### src/rtl/dps_pkg.sv
package dps_pkg;
  typedef enum logic {SRC_DA = 1'b0, SRC_SA = 1'b1} src_e;
  localparam int NPORT = 2;
endpackage

### src/rtl/dps_turn_trk.sv
// Counts read-free cycles on one port, saturating at the turnaround length.
module dps_turn_trk #(
  parameter int TURN = 4
) (
  input  logic clk,
  input  logic rst_n,
  input  logic rd_issue,
  output logic turned
);
  localparam int CW = $clog2(TURN + 1);
  logic [CW-1:0] cnt_q;

  always_ff @(posedge clk) begin
    if (!rst_n)             cnt_q <= CW'(TURN);
    else if (rd_issue)      cnt_q <= '0;
    else if (cnt_q < CW'(TURN)) cnt_q <= cnt_q + 1'b1;
  end

  assign turned = (cnt_q >= CW'(TURN));
endmodule

### src/rtl/dps_rd_tag.sv
// Carries the requester of each read alongside the device's read latency.
module dps_rd_tag #(
  parameter int LAT = 5
) (
  input  logic clk,
  input  logic rst_n,
  input  logic in_vld,
  input  logic in_src,
  output logic out_vld,
  output logic out_src
);
  logic [LAT-1:0] v_q;
  logic [LAT-1:0] s_q;

  always_ff @(posedge clk) begin
    if (!rst_n) begin
      v_q <= '0;
      s_q <= '0;
    end else begin
      v_q <= {v_q[LAT-2:0], in_vld};
      s_q <= {s_q[LAT-2:0], in_src};
    end
  end

  assign out_vld = v_q[LAT-1];
  assign out_src = s_q[LAT-1];
endmodule

### src/rtl/dps_wdelay.sv
// Delays write data to the cycle the device captures it.
module dps_wdelay #(
  parameter int W   = 16,
  parameter int LAT = 3
) (
  input  logic         clk,
  input  logic         rst_n,
  input  logic         in_vld,
  input  logic [W-1:0] in_data,
  output logic         out_vld,
  output logic [W-1:0] out_data
);
  logic [LAT-1:0]        v_q;
  logic [LAT-1:0][W-1:0] d_q;

  always_ff @(posedge clk) begin
    if (!rst_n) begin
      v_q <= '0;
      d_q <= '0;
    end else begin
      v_q[0] <= in_vld;
      d_q[0] <= in_vld ? in_data : '0;
      for (int i = 1; i < LAT; i++) begin
        v_q[i] <= v_q[i-1];
        d_q[i] <= d_q[i-1];
      end
    end
  end

  assign out_vld  = v_q[LAT-1];
  assign out_data = d_q[LAT-1];
endmodule

### src/rtl/dps_arbiter.sv
// Picks per-port commands: lookups round-robin, write groups as one burst.
module dps_arbiter
  import dps_pkg::*;
#(
  parameter int AW       = 8,
  parameter int DW       = 16,
  parameter int GW       = 4,
  parameter int MAX_WAIT = 8
) (
  input  logic                        clk,
  input  logic                        rst_n,
  input  logic                        da_valid,
  input  logic [AW-1:0]               da_addr,
  input  logic                        sa_valid,
  input  logic [AW-1:0]               sa_addr,
  input  logic                        wg_valid,
  input  logic [GW*AW-1:0]            wg_addr,
  input  logic [GW*DW-1:0]            wg_data,
  input  logic [NPORT-1:0]            turned,
  output logic                        da_ready,
  output logic                        sa_ready,
  output logic                        wg_ready,
  output logic [NPORT-1:0]            p_cmd,
  output logic [NPORT-1:0]            p_we,
  output logic [NPORT-1:0][AW-1:0]    p_addr,
  output logic [NPORT-1:0][DW-1:0]    p_wdata,
  output logic [NPORT-1:0]            p_src
);
  localparam int BEATS = GW / NPORT;
  localparam int BCW   = $clog2(BEATS + 1);
  localparam int WCW   = $clog2(MAX_WAIT + 1);

  logic [BCW-1:0]   beat_q;
  logic             commit_q;
  logic [WCW-1:0]   wait_q;
  logic             rr_q;
  logic [GW*AW-1:0] ga_q;
  logic [GW*DW-1:0] gd_q;

  logic bursting, rd_any, cond, fire, rd_open, both_rd;

  always_comb begin
    bursting = (beat_q != '0);
    rd_any   = da_valid | sa_valid;
    cond     = commit_q | (wg_valid & (~rd_any | (wait_q == WCW'(MAX_WAIT))));
    fire     = ~bursting & cond & (&turned);
    rd_open  = ~bursting & ~cond;
    both_rd  = rd_open & da_valid & sa_valid;
    da_ready = rd_open;
    sa_ready = rd_open;
    wg_ready = fire;

    p_cmd   = '0;
    p_we    = '0;
    p_addr  = '0;
    p_wdata = '0;
    p_src   = '0;

    if (bursting) begin
      for (int p = 0; p < NPORT; p++) begin
        p_cmd[p]   = 1'b1;
        p_we[p]    = 1'b1;
        p_addr[p]  = ga_q[(int'(beat_q) * NPORT + p) * AW +: AW];
        p_wdata[p] = gd_q[(int'(beat_q) * NPORT + p) * DW +: DW];
      end
    end else if (fire) begin
      for (int p = 0; p < NPORT; p++) begin
        p_cmd[p]   = 1'b1;
        p_we[p]    = 1'b1;
        p_addr[p]  = wg_addr[p * AW +: AW];
        p_wdata[p] = wg_data[p * DW +: DW];
      end
    end else if (rd_open) begin
      if (both_rd) begin
        p_cmd     = '1;
        p_src[0]  = rr_q;
        p_src[1]  = ~rr_q;
        p_addr[0] = rr_q ? sa_addr : da_addr;
        p_addr[1] = rr_q ? da_addr : sa_addr;
      end else if (da_valid) begin
        p_cmd[0]  = 1'b1;
        p_src[0]  = SRC_DA;
        p_addr[0] = da_addr;
      end else if (sa_valid) begin
        p_cmd[0]  = 1'b1;
        p_src[0]  = SRC_SA;
        p_addr[0] = sa_addr;
      end
    end
  end

  always_ff @(posedge clk) begin
    if (!rst_n) begin
      beat_q   <= '0;
      commit_q <= 1'b0;
      wait_q   <= '0;
      rr_q     <= 1'b0;
      ga_q     <= '0;
      gd_q     <= '0;
    end else begin
      if (fire)
        beat_q <= (BEATS > 1) ? BCW'(1) : '0;
      else if (bursting)
        beat_q <= (beat_q == BCW'(BEATS - 1)) ? '0 : beat_q + 1'b1;
      commit_q <= ~bursting & cond & ~fire;
      if (~wg_valid | fire)              wait_q <= '0;
      else if (wait_q != WCW'(MAX_WAIT)) wait_q <= wait_q + 1'b1;
      if (both_rd) rr_q <= ~rr_q;
      if (fire) begin
        ga_q <= wg_addr;
        gd_q <= wg_data;
      end
    end
  end
endmodule

### src/rtl/dps_sched.sv
module dps_sched
  import dps_pkg::*;
#(
  parameter int AW       = 8,
  parameter int DW       = 16,
  parameter int GW       = 4,
  parameter int MAX_WAIT = 8,
  parameter int TURN     = 4,
  parameter int RD_LAT   = 5,
  parameter int WR_LAT   = 3
) (
  input  logic             clk,
  input  logic             rst_n,
  input  logic             da_valid,
  output logic             da_ready,
  input  logic [AW-1:0]    da_addr,
  input  logic             sa_valid,
  output logic             sa_ready,
  input  logic [AW-1:0]    sa_addr,
  input  logic             wg_valid,
  output logic             wg_ready,
  input  logic [GW*AW-1:0] wg_addr,
  input  logic [GW*DW-1:0] wg_data,
  output logic             ma_cmd,
  output logic             ma_we,
  output logic [AW-1:0]    ma_addr,
  output logic [DW-1:0]    ma_wdata,
  output logic             ma_wdv,
  input  logic [DW-1:0]    ma_rdata,
  output logic             mb_cmd,
  output logic             mb_we,
  output logic [AW-1:0]    mb_addr,
  output logic [DW-1:0]    mb_wdata,
  output logic             mb_wdv,
  input  logic [DW-1:0]    mb_rdata,
  output logic             da_rvalid,
  output logic [DW-1:0]    da_rdata,
  output logic             sa_rvalid,
  output logic [DW-1:0]    sa_rdata
);
  logic [NPORT-1:0]         turned, p_cmd, p_we, p_src, t_vld, t_src, w_vld;
  logic [NPORT-1:0][AW-1:0] p_addr;
  logic [NPORT-1:0][DW-1:0] p_wdata, w_data, rdat;

  dps_arbiter #(.AW(AW), .DW(DW), .GW(GW), .MAX_WAIT(MAX_WAIT)) u_arb (
    .clk(clk), .rst_n(rst_n),
    .da_valid(da_valid), .da_addr(da_addr),
    .sa_valid(sa_valid), .sa_addr(sa_addr),
    .wg_valid(wg_valid), .wg_addr(wg_addr), .wg_data(wg_data),
    .turned(turned),
    .da_ready(da_ready), .sa_ready(sa_ready), .wg_ready(wg_ready),
    .p_cmd(p_cmd), .p_we(p_we), .p_addr(p_addr), .p_wdata(p_wdata), .p_src(p_src)
  );

  assign rdat[0] = ma_rdata;
  assign rdat[1] = mb_rdata;

  for (genvar p = 0; p < NPORT; p++) begin : g_port
    dps_turn_trk #(.TURN(TURN)) u_trk (
      .clk(clk), .rst_n(rst_n),
      .rd_issue(p_cmd[p] & ~p_we[p]),
      .turned(turned[p])
    );
    dps_rd_tag #(.LAT(RD_LAT)) u_tag (
      .clk(clk), .rst_n(rst_n),
      .in_vld(p_cmd[p] & ~p_we[p]), .in_src(p_src[p]),
      .out_vld(t_vld[p]), .out_src(t_src[p])
    );
    dps_wdelay #(.W(DW), .LAT(WR_LAT)) u_wd (
      .clk(clk), .rst_n(rst_n),
      .in_vld(p_cmd[p] & p_we[p]), .in_data(p_wdata[p]),
      .out_vld(w_vld[p]), .out_data(w_data[p])
    );
  end

  assign ma_cmd   = p_cmd[0];
  assign ma_we    = p_we[0];
  assign ma_addr  = p_addr[0];
  assign ma_wdata = w_data[0];
  assign ma_wdv   = w_vld[0];
  assign mb_cmd   = p_cmd[1];
  assign mb_we    = p_we[1];
  assign mb_addr  = p_addr[1];
  assign mb_wdata = w_data[1];
  assign mb_wdv   = w_vld[1];

  // Return routing: a source has at most one read per cycle, so at most one port matches.
  always_comb begin
    da_rvalid = 1'b0;
    da_rdata  = '0;
    sa_rvalid = 1'b0;
    sa_rdata  = '0;
    for (int p = 0; p < NPORT; p++) begin
      if (t_vld[p] && t_src[p] == SRC_DA) begin
        da_rvalid = 1'b1;
        da_rdata  = rdat[p];
      end
      if (t_vld[p] && t_src[p] == SRC_SA) begin
        sa_rvalid = 1'b1;
        sa_rdata  = rdat[p];
      end
    end
  end
endmodule

### config.mk
export PLATFORM = sky130hd
export DESIGN_NAME = dps_sched
export DESIGN_NICKNAME = d
export VERILOG_FILES = /design/src/rtl/dps_pkg.sv /design/src/rtl/dps_turn_trk.sv /design/src/rtl/dps_rd_tag.sv /design/src/rtl/dps_wdelay.sv /design/src/rtl/dps_arbiter.sv /design/src/rtl/dps_sched.sv
export SDC_FILE = /design/constraint.sdc
export NUM_CORES = 1
export LEC_CHECK = 0
export ABC_CLOCK_PERIOD_IN_PS = 2300
export BUFFER_PORTS_ARGS = -buffer_cell sky130_fd_sc_hd__buf_2
export CORE_MARGIN = 5
export CORE_UTILIZATION = 45
export CTS_CLUSTER_DIAMETER = 40
export CTS_CLUSTER_SIZE = 14
export DETAILED_ROUTE_END_ITERATION = 12
export GPL_TIMING_DRIVEN = 0
export HOLD_SLACK_MARGIN = 0.12
export PLACE_DENSITY = 0.7
export SLEW_MARGIN = 20
export SYNTH_ARGS = -nofsm -noshare
export SYNTH_HDL_FRONTEND = slang
export SYNTH_SLANG_ARGS = --single-unit
### constraint.sdc
create_clock -name clk -period 2.3 [get_ports clk]
set_input_delay 0.23 -clock clk [delete_from_list [all_inputs] [get_ports clk]]
set_output_delay 0.23 -clock clk [all_outputs]
set_load 0.005 [all_outputs]
# [Word level (Yosys, flattened, before mapping)]
# Index checks and enable logic that the tools add are counted.
[op_classes] n_shift=4 bitwise=28 reduce_logical=17 n_mux=37 n_lt_le_gt_ge=4 eq_ne=3 add_sub_neg=5
[ops] operator="2-to-1 mux 16 bit" count=7
[ops] operator="2-to-1 mux 32 bit" count=2
[ops] operator="variable part select 64 x 32 -> 16 bit" count=1
[ops] operator="variable part select 64 x 8 -> 16 bit" count=1
[ops] operator="2-to-1 mux 8 bit" count=6
[ops] operator="variable part select 32 x 32 -> 8 bit" count=1
[ops] operator="variable part select 32 x 7 -> 8 bit" count=1
[ops] operator="inverter 1 bit" count=13
[ops] operator="2-to-1 mux 1 bit" count=12
[ops] operator="2-to-1 mux 2 bit" count=6
[ops] operator="2-to-1 mux 3 bit" count=4
[ops] operator="bitwise AND 1 bit" count=11
[ops] operator="nonzero test 2 bit" count=4
[ops] operator="OR reduction 2 bit" count=4
[ops] operator="adder 3 x 1 -> 3 bit (second input constant)" count=2
[ops] operator="greater-or-equal comparator 3 bit (second input constant)" count=2
[ops] operator="less-than comparator 3 bit (second input constant)" count=2
[ops] operator="AND reduction 2 bit" count=3
[ops] operator="OR reduction 5 bit" count=1
[ops] operator="adder 3 x 1 -> 4 bit (second input constant)" count=1
[ops] operator="adder 4 x 1 -> 4 bit (second input constant)" count=1
[ops] operator="== test 4 bit (second input constant)" count=1
[ops] operator="logical AND 1 bit" count=4
[ops] operator="inequality test 4 bit (second input constant)" count=1
[ops] operator="4 further kinds" count=7
[word_totals] output_inout_bits=91 in_bits=149 reg_bits=232

# [Logic depth before layout (Yosys ltp)]
[logic_depth] depth_word=15 mapped_depth=9 ltp_nobuf=7

# [Modules after synthesis]
# From an unflattened synthesis, not the netlist that was laid out.
[hier_totals] cells_unflattened=874 hier_area_um2=7598.5
[by_module_without_submodules] module="dps_arbiter" n_inst=1 cells_per_inst=450 area_each_um2=3086.7
[by_module_without_submodules] module="dps_wdelay" n_inst=2 cells_per_inst=124 area_each_um2=1503.9
[by_module_without_submodules] module="dps_sched" n_inst=1 cells_per_inst=106 area_each_um2=703.2
[by_module_without_submodules] module="dps_rd_tag" n_inst=2 cells_per_inst=20 area_each_um2=262.8
[by_module_without_submodules] module="dps_turn_trk" n_inst=2 cells_per_inst=15 area_each_um2=137.6

# [Least setup slack after synthesis]
# No wires, ideal clock.
[synth_path] path_type="register to output" startpoint="register u_arb.wait_q[0]" endpoint="output port ma_addr[0]" path_stages_with_launch=10 setup_slack_ps=246 arrival_ps=1824 t_required_ps=2070 cell_sequence="dfxtp_1 > inv_1 > ha_1 > and4b_1 > o31ai_4 > inv_2 > buf_2 > buf_2 > a22oi_1 > o31ai_1"
[synth_via] elab_chain_len=12 elab_cells_between_ends=14 classes_between="eq/ne (1); mux (4); bitwise (9)"
[synth_rtl] item="from (decl)" line_no="dps_arbiter.sv:35" text="logic [WCW-1:0] wait_q;"
[synth_rtl] item="from (signal assigned)" line_no="dps_arbiter.sv:107" text="else if (wait_q != WCW'(MAX_WAIT)) wait_q <= wait_q + 1'b1;"
[synth_rtl] item="== test 4 bit (*)" line_no="dps_arbiter.sv:45" text="cond = commit_q | (wg_valid & (~rd_any | (wait_q == WCW'(MAX_WAIT))));"
[synth_rtl] item="OR 1 bit (*)" line_no="dps_arbiter.sv:45"
[synth_rtl] item="bitwise AND 1 bit (*)" line_no="dps_arbiter.sv:45"
[synth_rtl] item="OR 1 bit (*)" line_no="dps_arbiter.sv:45"
[synth_rtl] item="inverter 1 bit" line_no="dps_arbiter.sv:47" text="rd_open = ~bursting & ~cond;"
[synth_rtl] item="bitwise AND 1 bit" line_no="dps_arbiter.sv:47"
[synth_rtl] item="bitwise AND 1 bit (2 in series)" line_no="dps_arbiter.sv:48" text="both_rd = rd_open & da_valid & sa_valid;"
[synth_rtl] item="2-to-1 mux 8 bit" line_no="dps_arbiter.sv:74" text="if (both_rd) begin"
[synth_rtl] item="2-to-1 mux 16 bit" line_no="dps_arbiter.sv:73" text="end else if (rd_open) begin"
[synth_rtl] item="2-to-1 mux 16 bit (*)" line_no="dps_arbiter.sv:66" text="end else if (fire) begin"
[synth_rtl] item="2-to-1 mux 16 bit (*)" line_no="dps_arbiter.sv:59" text="if (bursting) begin"
[synth_rtl] item="to (decl)" line_no="dps_sched.sv:26" text="output logic [AW-1:0] ma_addr,"
# Mark *: on every way between the ends. The rest lies on a longest branch, timed or not.

# [Worst setup path in the final report]
[layout_path] startpoint="register u_arb.wait_q[0]" endpoint="output port mb_addr[0]"
[layout_via] elab_chain_len=12 elab_cells_between_ends=14 classes_between="eq/ne (1); mux (4); bitwise (9)"
[layout_rtl] item="== test 4 bit (*)" line_no="dps_arbiter.sv:45"
[layout_rtl] item="OR 1 bit (*)" line_no="dps_arbiter.sv:45"
[layout_rtl] item="bitwise AND 1 bit (*)" line_no="dps_arbiter.sv:45"
[layout_rtl] item="OR 1 bit (*)" line_no="dps_arbiter.sv:45"
[layout_rtl] item="inverter 1 bit" line_no="dps_arbiter.sv:47"
[layout_rtl] item="bitwise AND 1 bit" line_no="dps_arbiter.sv:47"
[layout_rtl] item="bitwise AND 1 bit (2 in series)" line_no="dps_arbiter.sv:48"
[layout_rtl] item="2-to-1 mux 8 bit" line_no="dps_arbiter.sv:74"
[layout_rtl] item="2-to-1 mux 16 bit" line_no="dps_arbiter.sv:73"
[layout_rtl] item="2-to-1 mux 16 bit (*)" line_no="dps_arbiter.sv:66"
[layout_rtl] item="2-to-1 mux 16 bit (*)" line_no="dps_arbiter.sv:59"
[layout_rtl] item="to (decl)" line_no="dps_sched.sv:32" text="output logic [AW-1:0] mb_addr,"
# Marked as above.

==> results.tsv <==
stage	metric	value	unit
outcome	status	complete, but fails checks	
outcome	failed_checks	setup timing	
finish	syn_to_final_growth	45.7	%
finish	antenna_cells	0	
timing	post-route-period-util	113	%
timing	rsz0062_at_grt	yes	
global_route	use_met2	40.1	%
placement	port_buffers	237	
placement	post-place-cells	1241	
synthesis	synth_cell_types	43	
clocking	clock_sinks	181	
clocking	cts_buffers	17	
critical_path	cp.arrival	2.37	ns
global_route	grt_pass1_wl	32400	um
global_route	groute.layer.met1.usage	24.7	%
global_route	busiest_layer	met2	
global_route	grt.met3_usage	6.48	%
timing	worstMarginPinSlew	0.711	ns
pwr	leakagePower	4.57	nW
critical_path	worstSetupEndpointType	primary output	
pwr	irDropWorstVdd	0.495	mV
job	drv_cap	0	
detailed_routing	first_iter_violations	295	
floorplanning	row_count	45	
finish	drive_gt1_share	32.6	%
critical_path	crit_type	register to primary output	
synthesis	synth_enable_flop_cells	0	
floorplanning	initial_core_util	46.1	%
placement	hpwl	14200	um
clocking	insertion_delay	0.43	ns
critical_path	crit_fanout	4	
min_path	hp-class	input port to register	
floorplanning	die-area	18200	um2
min_path	whs_path_depth	3	
clocking	root_buffer	clkbuf_16	
global_route	track_usage	22.6	%
clocking	cts_tree	built	
detailed_routing	avgViaCountPerCell	4.84	
synthesis	synth_seq_cells	181	
detailed_routing	drc	0	
timing	finalMaxSlewViolations	0	
critical_path	path_cells	inv_2, ha_4, and4b_2, o31ai_4, inv_2, buf_6, buf_6, a221o_1, buf_2	
detailed_routing	num_vias	6632	
synthesis	ys_warn_count	0	
floorplanning	core	15300	um2
critical_path	start_kind	register	
timing	skew	0.00794	ns
synthesis	synthFlopType	dfxtp_1	
timing	hold_viol	0	
detailed_routing	dr.pass1.iters	5	
clocking	cts_max_level	4	
synthesis	synthCells	793	
timing	setup_violations	29	
floorplanning	io_pins	240	
placement	post-place-ws	-0.487	ns
pwr	p_per_area	676	nW/um2
timing	finalCriticalPeriod	2.60	ns
floorplanning	dieWidth	135	um
clocking	clockBufferDepth	2	
global_route	grt_pass1_vias	6549	
global_route	antenna_found_initial	0	
timing	slew_headroom	52.6	%
synthesis	netlist_area	7040	um2
critical_path	cp_slowest_cell	dfxtp_2	
global_route	overflow	0	
synthesis	syn-num-nets	946	
synthesis	synth_seq_area_share	51.5	%
critical_path	r2r_cells	14	
finish	layout_commonest_cell	buf_2	
critical_path	cp.required	2.07	ns
detailed_routing	antenna_left	0	
placement	gp_congestion	0.873	
synthesis	avgSynthCellArea	8.88	um2
clocking	cts.clk_slew.worst_paths	0.06	ns
critical_path	max_stage_delay	0.34	ns
detailed_routing	routed_wl	21000	um
timing	clock.fmax	385	MHz
finish	fin_nets	1298	
floorplanning	die_y	135	um
synthesis	async_flop_share	0	%
detailed_routing	drt-wirelength-per-cell	15.4	um
global_route	grt_max_degree	18	
finish	instances_no_fill	1369	
finish	fin_util	67.2	%
finish	final_cell_mix	buf_2, dfxtp_1, nand2_1	
timing	fin_ws	-0.296	ns
-- timing repair --
item,in CTS,in global routing
endpoints found under the hold margin,79,0
hold buffers,79,0
setup endpoints to repair,96,39
pin swaps,12,10
cloned,1,0
resized for setup,37,32
setup buffers,10,9
-- routing by layer --
layer	wire (um)	up-vias
met3	1690	63
li1	-	3289
met5	0	-
met1	8060	2995
met2	10500	285
met4	795	0
-- synth_stat cells (all sizes together), types with 3 or more instances --
cell type / number / area share, %
or3: 7 / 0.62
dfxtp: 181 / 51
a21oi: 42 / 3.0
inv: 7 / 0.37
o31ai: 9 / 1.2
a22oi: 7 / 0.75
xor2: 3 / 0.37
nand2b: 4 / 0.36
ha: 4 / 0.71
clkbuf: 45 / 2.4
and2: 84 / 7.5
a221o: 8 / 1.1
mux2i: 10 / 1.4
a21boi: 48 / 5.1
o21ai: 4 / 0.28
nor2: 48 / 2.6
buf: 48 / 4.7
nor3: 3 / 0.21
a22o: 32 / 4.0
nand2: 173 / 9.2
nand3: 5 / 0.36
-- critical path: cells and delay by family, from the launching register on --
kind | cells | cell delay (ns)
adders and majority gates | 1 | 0.15
AOI/OAI and AO/OA | 2 | 0.65
and+or+nand+nor | 1 | 0.23
buffers and inverters | 5 | 0.55
DFF | 1 | 0.34
-- metrics by stage --
stage	hold WS (ns)	area (um2)	power (mW)	setup TNS [ns]
global route	0.165	10300	7.19	-6.25
detailed placement	0.417	8490	3.89	-6.39
global placement	0.414	8490	3.88	-6.28
floorplan	0.366	7040	3.59	0
CTS	0.151	10100	6.92	-4.05
finish	0.195	10300	6.94	-4.26
-- path summary, 6_finish.rpt --
kind                                 to                   start  slack (ns)
max                          mb_addr[0]         u_arb.wait_q[0]       -0.30
min               g_port[1].u_wd.d_q[2]             wg_data[18]        0.19
max reg2reg              u_arb.ga_q[22]         u_arb.wait_q[0]       -0.04
min reg2reg  g_port[1].u_wd.out_data[2]  g_port[1].u_wd.d_q[18]        0.43
-- state kept, by name (all words and copies together) (netlist names), 4 cells and up --
name	count
g_port.u_tag.s_q	10
g_port.u_tag.v_q	10
g_port.u_trk.cnt_q	6
g_port.u_wd.d_q	64
g_port.u_wd.out_data	32
u_arb.ga_q	16
u_arb.gd_q	32
u_arb.wait_q	4
-- where the power goes --
part / switching (mW) / internal [mW] / leakage, nW
sequential: 0.0359 / 3.19 / 1.46
combinational: 0.383 / 0.399 / 2.81
clock: 1.27 / 1.66 / 0.300
-- area by class of cell --
type | instances | area [um2]
Buffer | 90 | 526
Inverter | 7 | 26.3
Sequential cell | 181 | 3630
Fill cell | 1253 | 5000
Tap cell | 211 | 264
Clock buffer | 18 | 439
Clock inverter | 14 | 163
Timing Repair Buffer | 336 | 2170
Multi-Input combinational cell | 512 | 3050
-- logic make-up after synthesis --
logic type	Yosys count	share of synthesized area (%)
compound gates	156	16.1
xor+xnor	5	0.622
fa+ha+maj	4	0.711
buf+inv	100	7.43
flops	181	51.5
mux	10	1.42
simple gates	337	22.2
(Power assumes the default switching activity.)
